**src/rtl/blkgap_pkg.sv**
```systemverilog
// Shared types and helpers for the block-gap pause controller.
// Assumes nothing beyond IEEE 1800-2017 packages.
package blkgap_pkg;

    typedef enum logic [1:0] {
        GS_IDLE = 2'd0,
        GS_RUN  = 2'd1,
        GS_HALT = 2'd2
    } gap_state_e;

    // A gap halt is legal for writes always, for reads only with read-wait.
    function automatic logic halt_allowed(input logic is_write, input logic rw_en);
        return is_write | rw_en;
    endfunction

endpackage

```
**src/rtl/blkgap_count.sv**
```systemverilog
// Remaining-block counter.
// Loads the requested count at start and decrements once per finished block.
// Assumes the sequencer never decrements a zero count and never loads and
// decrements in the same cycle.
module blkgap_count #(
    parameter int CNT_W = 8
) (
    input  logic             clk,
    input  logic             rst_n,
    input  logic             load_i,
    input  logic [CNT_W-1:0] load_val_i,
    input  logic             dec_i,
    output logic [CNT_W-1:0] cnt_o,
    output logic             last_o
);
    localparam logic [CNT_W-1:0] ONE = CNT_W'(1);

    logic [CNT_W-1:0] cnt_q;

    // Hold, load or decrement the remaining count.
    always_ff @(posedge clk) begin
        if (!rst_n) begin
            cnt_q <= '0;
        end else if (load_i) begin
            cnt_q <= load_val_i;
        end else if (dec_i) begin
            cnt_q <= cnt_q - ONE;
        end
    end

    // Flag the final block so the sequencer can end instead of halting.
    always_comb begin
        last_o = (cnt_q == ONE);
    end

    assign cnt_o = cnt_q;

    assert_dec_nonzero_R10: assert property (@(posedge clk) disable iff (!rst_n)
        dec_i |-> (cnt_q != '0));

    assert_count_held_R10: assert property (@(posedge clk) disable iff (!rst_n)
        (!load_i && !dec_i) |=> $stable(cnt_q));

endmodule

```
**src/rtl/blkgap_seq.sv**
```systemverilog
// Pause/resume sequencer.
// Tracks idle, running and halted states. It samples the stop request only
// at block-done strobes and resumes only on an accepted continue pulse.
// Assumes block-done strobes arrive only while the grant is high.
module blkgap_seq
    import blkgap_pkg::*;
(
    input  logic       clk,
    input  logic       rst_n,
    input  logic       start_i,
    input  logic       count_nz_i,
    input  logic       last_blk_i,
    input  logic       blk_done_i,
    input  logic       stop_req_i,
    input  logic       cont_req_i,
    input  logic       rd_wait_en_i,
    input  logic       dir_write_i,
    output gap_state_e state_o,
    output logic       dir_wr_o,
    output logic       load_o,
    output logic       dec_o,
    output logic       halt_fire_o,
    output logic       end_fire_o
);
    gap_state_e state_q, state_d;
    logic       dir_q;
    logic       resume;

    // Decode the events of this cycle from the current state and inputs.
    always_comb begin
        load_o      = (state_q == GS_IDLE) && start_i && count_nz_i;
        dec_o       = (state_q == GS_RUN) && blk_done_i;
        end_fire_o  = dec_o && last_blk_i;
        halt_fire_o = dec_o && !last_blk_i && stop_req_i &&
                      halt_allowed(dir_q, rd_wait_en_i);
        resume      = (state_q == GS_HALT) && cont_req_i && !stop_req_i;
    end

    // Choose the next state from the decoded events.
    always_comb begin
        state_d = state_q;
        unique case (state_q)
            GS_IDLE: if (load_o) state_d = GS_RUN;
            GS_RUN: begin
                if (end_fire_o)       state_d = GS_IDLE;
                else if (halt_fire_o) state_d = GS_HALT;
            end
            GS_HALT: if (resume) state_d = GS_RUN;
            default: state_d = GS_IDLE;
        endcase
    end

    // State register with synchronous reset.
    always_ff @(posedge clk) begin
        if (!rst_n) state_q <= GS_IDLE;
        else        state_q <= state_d;
    end

    // Capture the direction at start; it holds for the whole transfer.
    always_ff @(posedge clk) begin
        if (!rst_n)      dir_q <= 1'b0;
        else if (load_o) dir_q <= dir_write_i;
    end

    assign state_o  = state_q;
    assign dir_wr_o = dir_q;

    assert_halt_only_at_gap_R2: assert property (@(posedge clk) disable iff (!rst_n)
        (state_q == GS_RUN && !blk_done_i) |=> (state_q == GS_RUN));

    assert_read_needs_wait_R4: assert property (@(posedge clk) disable iff (!rst_n)
        (state_q == GS_RUN && !dir_q && !rd_wait_en_i) |=> (state_q != GS_HALT));

    assert_no_self_restart_R6: assert property (@(posedge clk) disable iff (!rst_n)
        (state_q == GS_HALT && !cont_req_i) |=> (state_q == GS_HALT));

    assert_cont_blocked_R7: assert property (@(posedge clk) disable iff (!rst_n)
        (state_q == GS_HALT && stop_req_i) |=> (state_q == GS_HALT));

    assert_start_when_idle_R1: assert property (@(posedge clk) disable iff (!rst_n)
        (state_q != GS_IDLE) |=> $stable(dir_q));

endmodule

```
**src/rtl/blkgap_flags.sv**
```systemverilog
// Status flag unit.
// Decodes the activity flags from the state, registers the one-cycle gap
// event and holds the sticky transfer-complete bit with write-one-to-clear.
// Assumes halt and end events come from the sequencer in the cycle they occur.
module blkgap_flags
    import blkgap_pkg::*;
(
    input  logic       clk,
    input  logic       rst_n,
    input  gap_state_e state_i,
    input  logic       dir_wr_i,
    input  logic       halt_fire_i,
    input  logic       end_fire_i,
    input  logic       tc_clr_i,
    output logic       grant_o,
    output logic       rd_active_o,
    output logic       wr_active_o,
    output logic       dat_active_o,
    output logic       dat_inhibit_o,
    output logic       gap_evt_o,
    output logic       xfer_done_o
);
    logic running;
    logic gap_q;
    logic done_q;

    // Activity flags follow the running state and the captured direction.
    always_comb begin
        running       = (state_i == GS_RUN);
        grant_o       = running;
        rd_active_o   = running && !dir_wr_i;
        wr_active_o   = running && dir_wr_i;
        dat_active_o  = running;
        dat_inhibit_o = running;
    end

    // Gap event: one cycle high after each halt.
    always_ff @(posedge clk) begin
        if (!rst_n) gap_q <= 1'b0;
        else        gap_q <= halt_fire_i;
    end

    // Transfer complete: set by halt or end, cleared by software; set wins.
    always_ff @(posedge clk) begin
        if (!rst_n)                         done_q <= 1'b0;
        else if (halt_fire_i || end_fire_i) done_q <= 1'b1;
        else if (tc_clr_i)                  done_q <= 1'b0;
    end

    assign gap_evt_o   = gap_q;
    assign xfer_done_o = done_q;

    assert_gap_single_R5: assert property (@(posedge clk) disable iff (!rst_n)
        gap_q |=> !gap_q);

    assert_gap_sets_done_R5: assert property (@(posedge clk) disable iff (!rst_n)
        gap_q |-> done_q);

    assert_done_sticky_R11: assert property (@(posedge clk) disable iff (!rst_n)
        (done_q && !tc_clr_i) |=> done_q);

    assert_flags_onehot_R8: assert property (@(posedge clk) disable iff (!rst_n)
        $onehot0({rd_active_o, wr_active_o}));

endmodule

```
**src/rtl/blkgap_ctrl.sv**
```systemverilog
// Block-gap pause and resume controller, top level.
// Wires the sequencer, the remaining-block counter and the status flags.
// Assumes blk_done_i pulses only while blk_grant_o is high and that
// cont_req_i and start_i are single-cycle pulses.
module blkgap_ctrl
    import blkgap_pkg::*;
#(
    parameter int CNT_W = 8
) (
    input  logic             clk,
    input  logic             rst_n,
    input  logic             start_i,
    input  logic             dir_write_i,
    input  logic [CNT_W-1:0] blk_count_i,
    input  logic             stop_req_i,
    input  logic             cont_req_i,
    input  logic             rd_wait_en_i,
    input  logic             blk_done_i,
    input  logic             tc_clr_i,
    output logic             blk_grant_o,
    output logic [CNT_W-1:0] blk_left_o,
    output logic             rd_active_o,
    output logic             wr_active_o,
    output logic             dat_active_o,
    output logic             dat_inhibit_o,
    output logic             gap_evt_o,
    output logic             xfer_done_o
);
    gap_state_e state;
    logic       dir_wr;
    logic       load;
    logic       dec;
    logic       halt_fire;
    logic       end_fire;
    logic       last_blk;
    logic       count_nz;

    // A zero block count never starts a transfer.
    always_comb begin
        count_nz = (blk_count_i != '0);
    end

    blkgap_seq u_seq (
        .clk          (clk),
        .rst_n        (rst_n),
        .start_i      (start_i),
        .count_nz_i   (count_nz),
        .last_blk_i   (last_blk),
        .blk_done_i   (blk_done_i),
        .stop_req_i   (stop_req_i),
        .cont_req_i   (cont_req_i),
        .rd_wait_en_i (rd_wait_en_i),
        .dir_write_i  (dir_write_i),
        .state_o      (state),
        .dir_wr_o     (dir_wr),
        .load_o       (load),
        .dec_o        (dec),
        .halt_fire_o  (halt_fire),
        .end_fire_o   (end_fire)
    );

    blkgap_count #(.CNT_W(CNT_W)) u_count (
        .clk        (clk),
        .rst_n      (rst_n),
        .load_i     (load),
        .load_val_i (blk_count_i),
        .dec_i      (dec),
        .cnt_o      (blk_left_o),
        .last_o     (last_blk)
    );

    blkgap_flags u_flags (
        .clk           (clk),
        .rst_n         (rst_n),
        .state_i       (state),
        .dir_wr_i      (dir_wr),
        .halt_fire_i   (halt_fire),
        .end_fire_i    (end_fire),
        .tc_clr_i      (tc_clr_i),
        .grant_o       (blk_grant_o),
        .rd_active_o   (rd_active_o),
        .wr_active_o   (wr_active_o),
        .dat_active_o  (dat_active_o),
        .dat_inhibit_o (dat_inhibit_o),
        .gap_evt_o     (gap_evt_o),
        .xfer_done_o   (xfer_done_o)
    );

    assert_idle_count_zero_R10: assert property (@(posedge clk) disable iff (!rst_n)
        (end_fire) |=> (blk_left_o == '0 && !blk_grant_o));

    assert_inhibit_tracks_R8: assert property (@(posedge clk) disable iff (!rst_n)
        dat_inhibit_o == (rd_active_o || wr_active_o));

endmodule

```
**config.mk**
```make
export PLATFORM = sky130hd
export DESIGN_NAME = blkgap_ctrl
export DESIGN_NICKNAME = d
export VERILOG_FILES = /design/src/rtl/blkgap_pkg.sv /design/src/rtl/blkgap_count.sv /design/src/rtl/blkgap_seq.sv /design/src/rtl/blkgap_flags.sv /design/src/rtl/blkgap_ctrl.sv
export SDC_FILE = /design/constraint.sdc
export NUM_CORES = 1
export LEC_CHECK = 0
export BUFFER_PORTS_ARGS = -buffer_cell sky130_fd_sc_hd__buf_2
export CAP_MARGIN = 20
export CORE_MARGIN = 4
export CORE_UTILIZATION = 38
export CTS_CLUSTER_SIZE = 10
export DETAILED_ROUTE_END_ITERATION = 8
export PLACE_DENSITY = 0.66
export SYNTH_ARGS = -nofsm -noshare
export SYNTH_HDL_FRONTEND = slang
export SYNTH_SLANG_ARGS = --single-unit
```
**constraint.sdc**
```tcl
create_clock -name clk -period 3.4 [get_ports clk]
set_input_delay 0.17 -clock clk [delete_from_list [all_inputs] [get_ports clk]]
set_output_delay 0.17 -clock clk [all_outputs]
set_load 0.05 [all_outputs]
```
# After elaboration in Yosys (flattened, before gate mapping)

Cells that the tools add are included.

Reduce and logical (&&, ||, !) cells: 20
Shift operators: 0
Add/sub/neg operators: 1
Bitwise operators: 1
Div/mod/pow operators: 0
$mul: 0
Equal/unequal tests: 6
Magnitude comparators: 0
Multiplexer cells: 9

Operator list:

| kind                  | number |
|---|---|
| $mux W8               | 2 |
| $logic_and A1 B1 Y1   | 11 |
| $eq A8 B1 Y1 const B  | 1 |
| $mux W2               | 4 |
| $reduce_bool A8 Y1    | 1 |
| $sub A8 B1 Y8 const B | 1 |
| $pmux W2 S3           | 1 |
| $reduce_bool A2 Y1    | 2 |
| $logic_not A1 Y1      | 3 |
| $ne A3 B1 Y1 const B  | 1 |
| $reduce_and A3 Y1     | 1 |
| $eq A2 B1 Y1 const B  | 1 |
| $eq A2 B2 Y1 const B  | 1 |
| $logic_not A2 Y1      | 1 |
| $mux W1               | 2 |
| $ne A2 B1 Y1 const B  | 1 |
| $ne A2 B2 Y1 const B  | 1 |
| $logic_or A1 B1 Y1    | 1 |
| $or A1 B1 Y1          | 1 |

Bits in writable memories: 0
Output and inout port bits: 15
Memories: 0
Latch bits: 0
Memory bits (read-only): 0
Word-level logic and storage cells: 42
Register bits: 13

# Longest topological paths before layout

Gate-level depths: netlist of the first run.

Word-level depth: 8
Gate-level depth with buffers: 6
Gate-level depth less buffers: 6

# Cells and area by module

A second synthesis of the first run with hierarchy kept.

Cells, all modules: 96
Area, all modules: 802.0 um^2

By module, submodules not included:

| module       | cells each | area each (um^2) | times used |
|---|---|---|---|
| blkgap_count | 58         | 485.5            | 1 |
| blkgap_seq   | 25         | 201.4            | 1 |
| blkgap_flags | 10         | 98.8             | 1 |
| blkgap_ctrl  | 3          | 16.3             | 1 |

# Least setup slack after synthesis of the first run

No wires, ideal clock.

Path kind: register to output
From: register u_seq.state_q[0] (netlist: u_seq.state_o[0])
To: output port rd_active_o
Slack: 1.124 ns
Data required time: 3.230 ns
Data arrival time: 2.106 ns
Stages on the path, launching flop included: 4
Buffers on the path: 1
Path through: dfxtp_1 buf_2 nor2b_1 nor2b_1

Cells in the longest elaborated chain, start to end: 2

Ends and longest elaborated chain:

| what                   | RTL line           | source |
|---|---|---|
| start, declared        | blkgap_seq.sv:25   | `gap_state_e state_q, state_d;` |
| start signal, assigned | blkgap_seq.sv:56   | `else state_q <= state_d;` |
| $eq A2 B1 Y1           | blkgap_flags.sv:29 | `running = (state_i == GS_RUN);` |
| net blk_grant_o        | blkgap_ctrl.sv:20  | `output logic blk_grant_o,` |
| $logic_and A1 B1 Y1    | blkgap_flags.sv:31 | `rd_active_o = running && !dir_wr_i;` |
| end, declared          | blkgap_ctrl.sv:22  | `output logic rd_active_o,` |

The timed path passes the listed nets, and every way through them passes these cells.

# Worst setup path in the final report of the first run

From: register u_seq.state_q[0] (netlist: u_seq.state_o[0])
To: output port rd_active_o

Cells in the longest elaborated chain, start to end: 2

Ends and longest elaborated chain:

| what                | RTL line |
|---|---|
| $eq A2 B1 Y1        | blkgap_flags.sv:29 |
| $logic_and A1 B1 Y1 | blkgap_flags.sv:31 |

Every way passes these cells.

==> run summary, run 1 <==
Dividing the final minimum period by the clock period gives 48.8%. Total of cells resized after clock tree synthesis: 0. Counting the buffers created by CTS gives 3.

The number of different library cells used by synthesis comes to 39. The overall die area is 2820 sq um. Static timing analysis puts the maximum clock frequency at 602 MHz. Final hold analysis gives a worst-case slack of 0.131 ns. Cells with a size suffix above 1 make up 33.1% of the layout. The congestion estimate from routability-driven global placement came to 0.815. After synthesis the cells add up to 772 sq um. Registers take 260 sq um.

TritonCTS built the clock tree. Yosys printed 0 warnings. The post-CTS setup buffer count was 0; the number of vias per cell after detailed routing was 5.32.

Data on the critical path is required at its endpoint by 3.23 ns. Global routing finished with a remaining overflow of 0. The number of global-route vias before repair was 734; the violation count after the first detailed-route iteration was 37. The run gives 11 as the pin count of the biggest net entering global routing. When the netlist entered floorplanning its net count stood at 109.

The average cell area after synthesis came out at 8.58 sq um. The number of remaining DRC errors came out at 0. Global routing consumed, over all layers together, 15.9% of the routing resources. The leakage dissipation was 0.423 nW.

The tools report the critical path data arrival time as 1.49 ns. Traced cell by cell, the critical path runs through nor2b_1 -> nor2b_1 -> buf_2. Summing internal, switching and leakage power gives 0.000436 W. Across the run, the number of max-cap violations was 0. In this run the worst setup path terminates at rd_active_o. Measured in cells, the most critical reg-to-reg path has a length of 4. The worst-case IR drop observed on VDD is 0.266 mV. Setup violations remaining at the end of the flow were counted as 0. For the placeable core region, the log shows 1940 sq um. After layout, the minimum clock period comes to 1.66 ns. The clock passes through at most 2 buffers. Number of fillers in the final layout: 210. In this run, post-CTS hold repair placed 0 buffers. For this run, the share of the core covered by cells in the final layout is 49.6%.

On the worst path, the slowest cell contributes a delay of 0.52 ns. The design area is 963 sq um. The die height is 53.1 um. Leaving out fill and tap cells, the most frequent cells in the layout are buf_2, dfxtp_1, nor2_1, nand3_1, a21oi_1. The area growth from synthesis to layout was 24.8%; the estimated wirelength of the detail-placed design was 1540 um. The vias after detailed routing is 788. Synthesis produced 90 cells. The first detailed-routing pass took 4 iterations. Setup repair after global routing left no endpoint under its margin. The effective utilization at floorplan is 39.8%.

The origin of the critical flop-to-flop path is u_count.cnt_o[2]. The synthesis-stage register bit count works out to 13. The power per cell area is 452 nW/um^2. For the final database, setup skew stands at 0.00735 ns.

The largest individual stage delay along the critical path comes from the cell dfxtp_1. For the wire length reported by the detailed router, the log shows 1990 um. Detail-routed net length per standard cell: 13.5 um.

The tools report the start point of the critical path as u_seq.state_o[0]. The first global-routing pass estimated 3200 um of wire. CTS placed an instance of clkbuf_4 at the clock tree root.

The library cell with the largest summed area after synthesis is dfxtp_1. The top-level port count came out at 32. After the last flow step, the layout net total stands at 141.

Sorting the synthesized cells by area gives the leading types as dfxtp_1, a21oi_1, nand3_1. Initial antenna violation count: 0. The tools report the clock sink total as 13.

The number of routed nets with antenna violations is 0. Summing all multi-input logic gate instances after layout gives 465 sq um. The most common cell after layout, fill and taps aside is buf_2. The die span in x works out to 53.1 um.

The worst hold path belongs to the class primary input to flip-flop. The register clock-pin slew on the reported worst setup and hold paths came out at 0.08 ns. Sequential cells were found to cover 33.7% of the synthesized design area. The number of diodes is 0, and the worst slew slack as a fraction of its limit is 66.3%. The endpoint identified for the worst register-to-register timing path is u_seq.state_o[1]. The count of buffering cells on the critical path with inverters included was 1; the count of endpoints failing hold in the final timing report was 0. The type of element launching the critical path was a flip-flop. Setup total negative slack on the finished layout was measured at 0 ns.

The critical path depth in cells was 3. The family of cells with the greatest summed delay on the critical path is flip-flops. The later pin in the worst-skew pair is clocked with a latency of 0.27 ns.

The depth of the CTS H-tree was 1; the maximum fanout count along the critical path was 9. During placement, the flow inserted port buffers numbering 31. The run gives 0 as the final count of pins violating max slew. The area share of the leading cell type in the synthesized netlist is 33.7%. The worst setup path is captured at a primary output.

The placed instances occupy a cell area of 937 sq um. For the number of rows created at floorplan, the log shows 16. The setup slack on the worst flop-to-flop path is 1.82 ns, and the slew at the pin with the worst max-slew slack is 0.503 ns.

The most numerous cell type found on the critical path is nor2b_1. The flow ran to the end, and the final reports show no timing, DRC or antenna violations. The type of the setup path with the least slack was flip-flop to primary output.
==> power breakdown <==
group / switching, W / internal [W]
Combinational: 0.000107 / 0.0000506
Sequential: 0.0000183 / 0.000165
Clock: 0.0000491 / 0.0000454
==> cell usage after synthesis (all sizes together) <==
| cell | n |
|---|---|
| o31ai | 1 |
| nor4b | 1 |
| o221a | 1 |
| a31oi | 3 |
| and2 | 1 |
| nor2 | 6 |
| xnor2 | 1 |
| and3b | 1 |
| nor3b | 2 |
| a22oi | 3 |
| clkbuf | 1 |
| xor2 | 3 |
| o21bai | 1 |
| a32oi | 2 |
| nand2b | 2 |
| ha | 2 |
| a21o | 1 |
| buf | 3 |
| nand2 | 4 |
| clkinv | 1 |
| inv | 5 |
| a21oi | 6 |
| mux2i | 1 |
| nand4 | 2 |
| o211a | 1 |
| nor2b | 2 |
| or4 | 2 |
| nand3 | 6 |
| nor4 | 1 |
| nor3 | 2 |
| a211oi | 1 |
| nand3b | 2 |
| o22ai | 1 |
| dfxtp | 13 |
| o21ai | 5 |
==> kinds of logic (layout without fill, tap and decap cells) <==
logic type | after synthesis | count (layout) | share of synthesized area [%]
compound gates | 26 | 26 | 23.7
buf+inv | 10 | 41 | 5.99
fa+ha+maj | 2 | 2 | 3.24
flops | 13 | 13 | 33.7
mux | 1 | 1 | 1.30
xor+xnor | 4 | 4 | 4.54
simple gates | 34 | 34 | 27.6
==> worst register-to-register path, cell delays in order (launching register included) <==
cell and delay [ns]:
dfxtp_1 0.38, nor4_2 0.48, nand4_1 0.23, nor4b_1 0.21, o21bai_1 0.16
==> per-layer routing <==
layer / wire length, um / global-route usage [%]
met4: 8 / 8.94
met5: 0 / 0
met1: 892 / 20.2
met2: 956 / 24.6
met3: 136 / 3.38
==> how the worst min path moves through the flow <==
| stage | slack [ns] | from | cells after the start | end |
|---|---|---|---|---|
| after floorplan | 0.30 | rst_n | 2 | u_seq.state_o[0] |
| after global placement | 0.43 | tc_clr_i | 3 | u_flags.xfer_done_o |
| after detailed placement | 0.42 | dir_write_i | 3 | u_seq.dir_wr_o |
| after CTS | 0.13 | dir_write_i | 3 | u_seq.dir_wr_o |
| after global routing | 0.14 | dir_write_i | 3 | u_seq.dir_wr_o |
| final | 0.13 | dir_write_i | 3 | u_seq.dir_wr_o |
==> cell type report <==
cell class / count / share of cell area, %
multi-input cells: 67 / 48.3
flip-flops and latches: 13 / 27.0
repair buffers: 31 / 16.1
well taps: 27 / 3.51
clock buffers: 4 / 2.73
inverters: 6 / 2.34
==> sequential cells by signal, summed over array words and instances, names as in the netlist <==
name / flops
u_count.cnt_o: 8
u_seq.state_o: 2
u_flags.gap_evt_o: 1
u_flags.xfer_done_o: 1
u_seq.dir_wr_o: 1
==> per-stage QoR <==
stage | instances | worst slack, ns
final | 148 | 1.74
after global routing | 148 | 1.60
after CTS | 148 | 1.73
after detailed placement | 144 | 1.79
after global placement | 144 | 1.83
after floorplan | 90 | 1.12
(Power assumes the default switching activity.)
==> inputs of run 2 (changes only) <==
ABC_AREA = 1   (was unset)
PLACE_DENSITY = unset   (was 0.66)
clock period = 1.65 ns   (was 3.4 ns; I/O delays follow)
==> run 2 against run 1 <==
Effect of this change: combinational power grew to 2.6 times the previous value; die area grew 9.7%; count of clock-buffer cells in the layout unchanged; register-to-register slack got worse by 1.5 ns; flip-flop and latch count unchanged; utilization increased by 1.3 points; critical path depth grew 5; largest cell class unchanged; via count grew 21%.
==> run summary, run 2 <==
The run finished with clean final reports. The number of hold buffers added after CTS was 0. In this run the worst path has a maximum fanout of 6. The run gives 1 as the depth of the CTS H-tree. Each instance of the synthesized netlist takes up on average 6.24 sq um.

Data on the critical path is required at its endpoint by 1.84 ns. For this run, the leading register cell type out of synthesis is dfxtp_1. The run gives 0 as the number of remaining DRC errors. The worst setup path is of the flip-flop to flip-flop kind. Setup repair after global routing left no endpoint under its margin. Together, buffers and inverters on the worst path number 2. In this run the remaining antenna-violating nets after routing total 0. In the final layout, the share of cells above drive strength 1 is 24.7%.

The run gives 880 as the number of global-route vias before repair. TritonCTS built the clock tree. The synthesis-stage register bit count is 13, and the final count of pins violating max slew is 0. For this run, the post-layout net count is 190.

The buffer depth of the longest clock path is 2. After legalization and detailed placement, the total HPWL measured 1840 um. Setup violations remaining at the end of the flow were counted as 0. Clock tree root buffer cell: clkbuf_4.

The register with the most flip-flops in the layout has 8 of them. Across the routed clock network, the largest skew measured is 0.00469 ns. The origin of the critical flop-to-flop path was u_count.cnt_o[0]. The most common cell after layout, fill and taps aside is buf_2.

In this run the tightest slew margin relative to its limit is 70.8%. Pin placement for this block handled 32 I/O pins. The area growth from synthesis to layout is 21.9%, and the total nets after synthesis is 157.

The critical path data arrival time came out at 1.55 ns. The die span in x was 55.6 um. The tools report the area of placed instances as 1020 sq um. In this design, the largest share of critical-path delay is due to flip-flops. The final cycle utilization of the critical path was 82.6%; the vias after detailed routing was 952. The library cell with the largest summed area after synthesis was dfxtp_1. The run gives 0.292 ns as the pre-CTS setup slack. Once layout is done, the placed cells without fillers occupy 1050 sq um. The Yosys step of the flow raised 0 warnings. Number of fillers in the final layout: 241.

For hold timing, the worst endpoint is u_seq.state_o[0]. The netlist area before placement was 861 sq um. The unique cell type count in the Yosys netlist was 21. The wire length reported by the detailed router is 2240 um.

Type of the worst min-delay path: primary input to flip-flop. The placeable core region was 2060 sq um. The most common cell type on the critical path is nand2_1. In this run, post-CTS repair resized a total of 0 instances.

The analysis attributes to cell leakage a power of 0.566 nW. At the end of the flow the core is filled with cells to 50.9%. The routed design could run at a clock period as short as 1.36 ns.

Summed over all layers, the global routing overflow is 0. The register clock-pin slew on the reported worst setup and hold paths is 0.08 ns. The worst register-to-register path has a depth of 8. The tools report the global-route wire length before repair as 3760 um. At the later pin of the worst-skew pair, clock insertion delay measures 0.28 ns. The setup TNS was 0 ns. The tools report the timing-limited maximum frequency as 734 MHz. The detailed router finished its first iteration with 31 violations. Synthesis produced 138 cells. Sequential cells were found to cover 30.2% of the synthesized design area.

Ranked by instance count, the synthesized netlist is headed by nand2_1, inv_1, nor2_1. In this run, synthesis inferred 0 flip-flops with an integrated enable. CTS saw 13 sinks.

Post-CTS timing repair inserted 0 buffers for setup. Most frequently used cell type in the post-synthesis netlist: nand2_1. In the layout the commonest cells are buf_2, nand2_1, inv_1, nor2_1, nand3_1.

Dividing total power by cell area gives a power density of 948 nW/um^2. The logs give 3090 sq um for the overall die area and 0 for the initial antenna violation count. On the worst path, the slowest cell contributes a delay of 0.34 ns.

Global routing consumed, over all layers together, 15.0% of the routing resources. The worst hold path was traced through 3 stages. The worst reg2reg path endpoint was u_count.cnt_o[4]. In the post-synthesis netlist, the biggest area contributors are dfxtp_1, nand2_1, nand3_1.

The first TritonRoute pass finished after 4 iterations. Cell type of the slowest stage on the worst timing path: dfxtp_1. Once the floorplan was initialized, standard cells occupied 41.7% of the core. Counting flops with an async set or reset pin after synthesis yields a share of 0%. Number of buffers created by CTS: 3.

Setup slack on the critical path of the routed design comes to 0.288 ns. For the pin with the worst max-slew slack, the measured transition is 0.437 ns. The top cell type by area accounts for 30.2% of the synthesized area.

Hold is met by 0.0694 ns. At the end of routability-driven placement, the weighted congestion stood at 0.870. After detailed routing, the average wire length per cell comes to 11.4 um. The initialized floorplan defines 16 standard-cell rows.

Die height: 55.6 um. Max-cap violations in this run came to 0. The startpoint identified for the worst hold timing path is rst_n. The number of diodes was 0. The pin count of the biggest net entering global routing was 12; the number of vias per cell after detailed routing was 4.83.

The type of element launching the critical path was a flip-flop. The element type at the critical path end was a flip-flop. Count of endpoints failing hold in the final timing report: 0. The worst-case IR drop observed on VDD is 0.526 mV.

Traced cell by cell, the critical path runs through inv_1 -> ha_1 -> nand2_1 -> xor2_1 -> nand2_1 -> nand3_1 -> nand2_1 -> inv_1. The setup slack on the worst flop-to-flop path came out at 0.29 ns. Count of input and output buffers: 31.
run 2: cell count changes after synthesis, moves of 2 or more:
cell / before / now
nor2b_1: 2 / 0
nand2_1: 4 / 27
nand3_1: 6 / 19
a22oi_1: 3 / 0
nor2_1: 6 / 21
or4_4: 2 / 0
a31oi_1: 3 / 0
nand2b_1: 2 / 0
nand3_2: 0 / 3
a21oi_1: 6 / 9
a32oi_1: 2 / 0
inv_2: 0 / 3
inv_1: 5 / 21
run 2: worst max path at each step:
stage / cells past startpoint / to / from / slack (ns)
CTS: 10 / u_seq.state_o[0] / u_count.cnt_o[1] / 0.28
global placement: 10 / u_seq.state_o[0] / u_count.cnt_o[1] / 0.31
detailed placement: 10 / u_seq.state_o[0] / u_count.cnt_o[1] / 0.29
global route: 10 / u_seq.state_o[0] / u_count.cnt_o[1] / 0.09
finish: 8 / u_count.cnt_o[4] / u_count.cnt_o[0] / 0.29
floorplan: 8 / u_count.cnt_o[4] / u_count.cnt_o[0] / 0.06
run 2: worst reg2reg max path: cells and delay by family (launching register included):
kind,cells,cell delay [ns]
xor+xnor,1,0.15
fa+ha+maj,1,0.27
buf+inv,2,0.22
flops,1,0.34
simple gates,4,0.30
run 2: layer usage:
metal / part of all wire [%] / track usage (%)
met1: 45 / 18.9
met2: 47 / 23.6
met3: 7.0 / 5.57
met4: 1.0 / 4.17
met5: 0 / 0
run 2: stage by stage:
step | power (W) | cells
after global routing | 0.00107 | 197
after CTS | 0.00100 | 197
final | 0.000996 | 197
after global placement | 0.000799 | 193
after detailed placement | 0.000802 | 193
after floorplan | 0.000710 | 138
run 2: logic make-up after synthesis:
| group | Yosys count | synth area share, % |
|---|---|---|
| compound gates | 15 | 9.45 |
| xor+xnor | 2 | 2.04 |
| fa+ha+maj | 2 | 2.91 |
| buf+inv | 27 | 13.5 |
| flops | 13 | 30.2 |
| simple gates | 79 | 41.9 |
run 2: layout make-up:
cell class | instances | area (sq um) | area share [%]
multi-input cells | 98 | 484 | 46.1
flip-flops and latches | 13 | 260 | 24.8
well taps | 27 | 33.8 | 3.22
clock buffers | 4 | 26.3 | 2.50
repair buffers | 31 | 155 | 14.8
inverters | 24 | 90.1 | 8.58
run 2: power by group:
part           leakage [nW]  switching, W  internal (W)
clock                0.0150      0.000107     0.0000939
sequential            0.107     0.0000352      0.000343
combinational         0.445      0.000297      0.000119
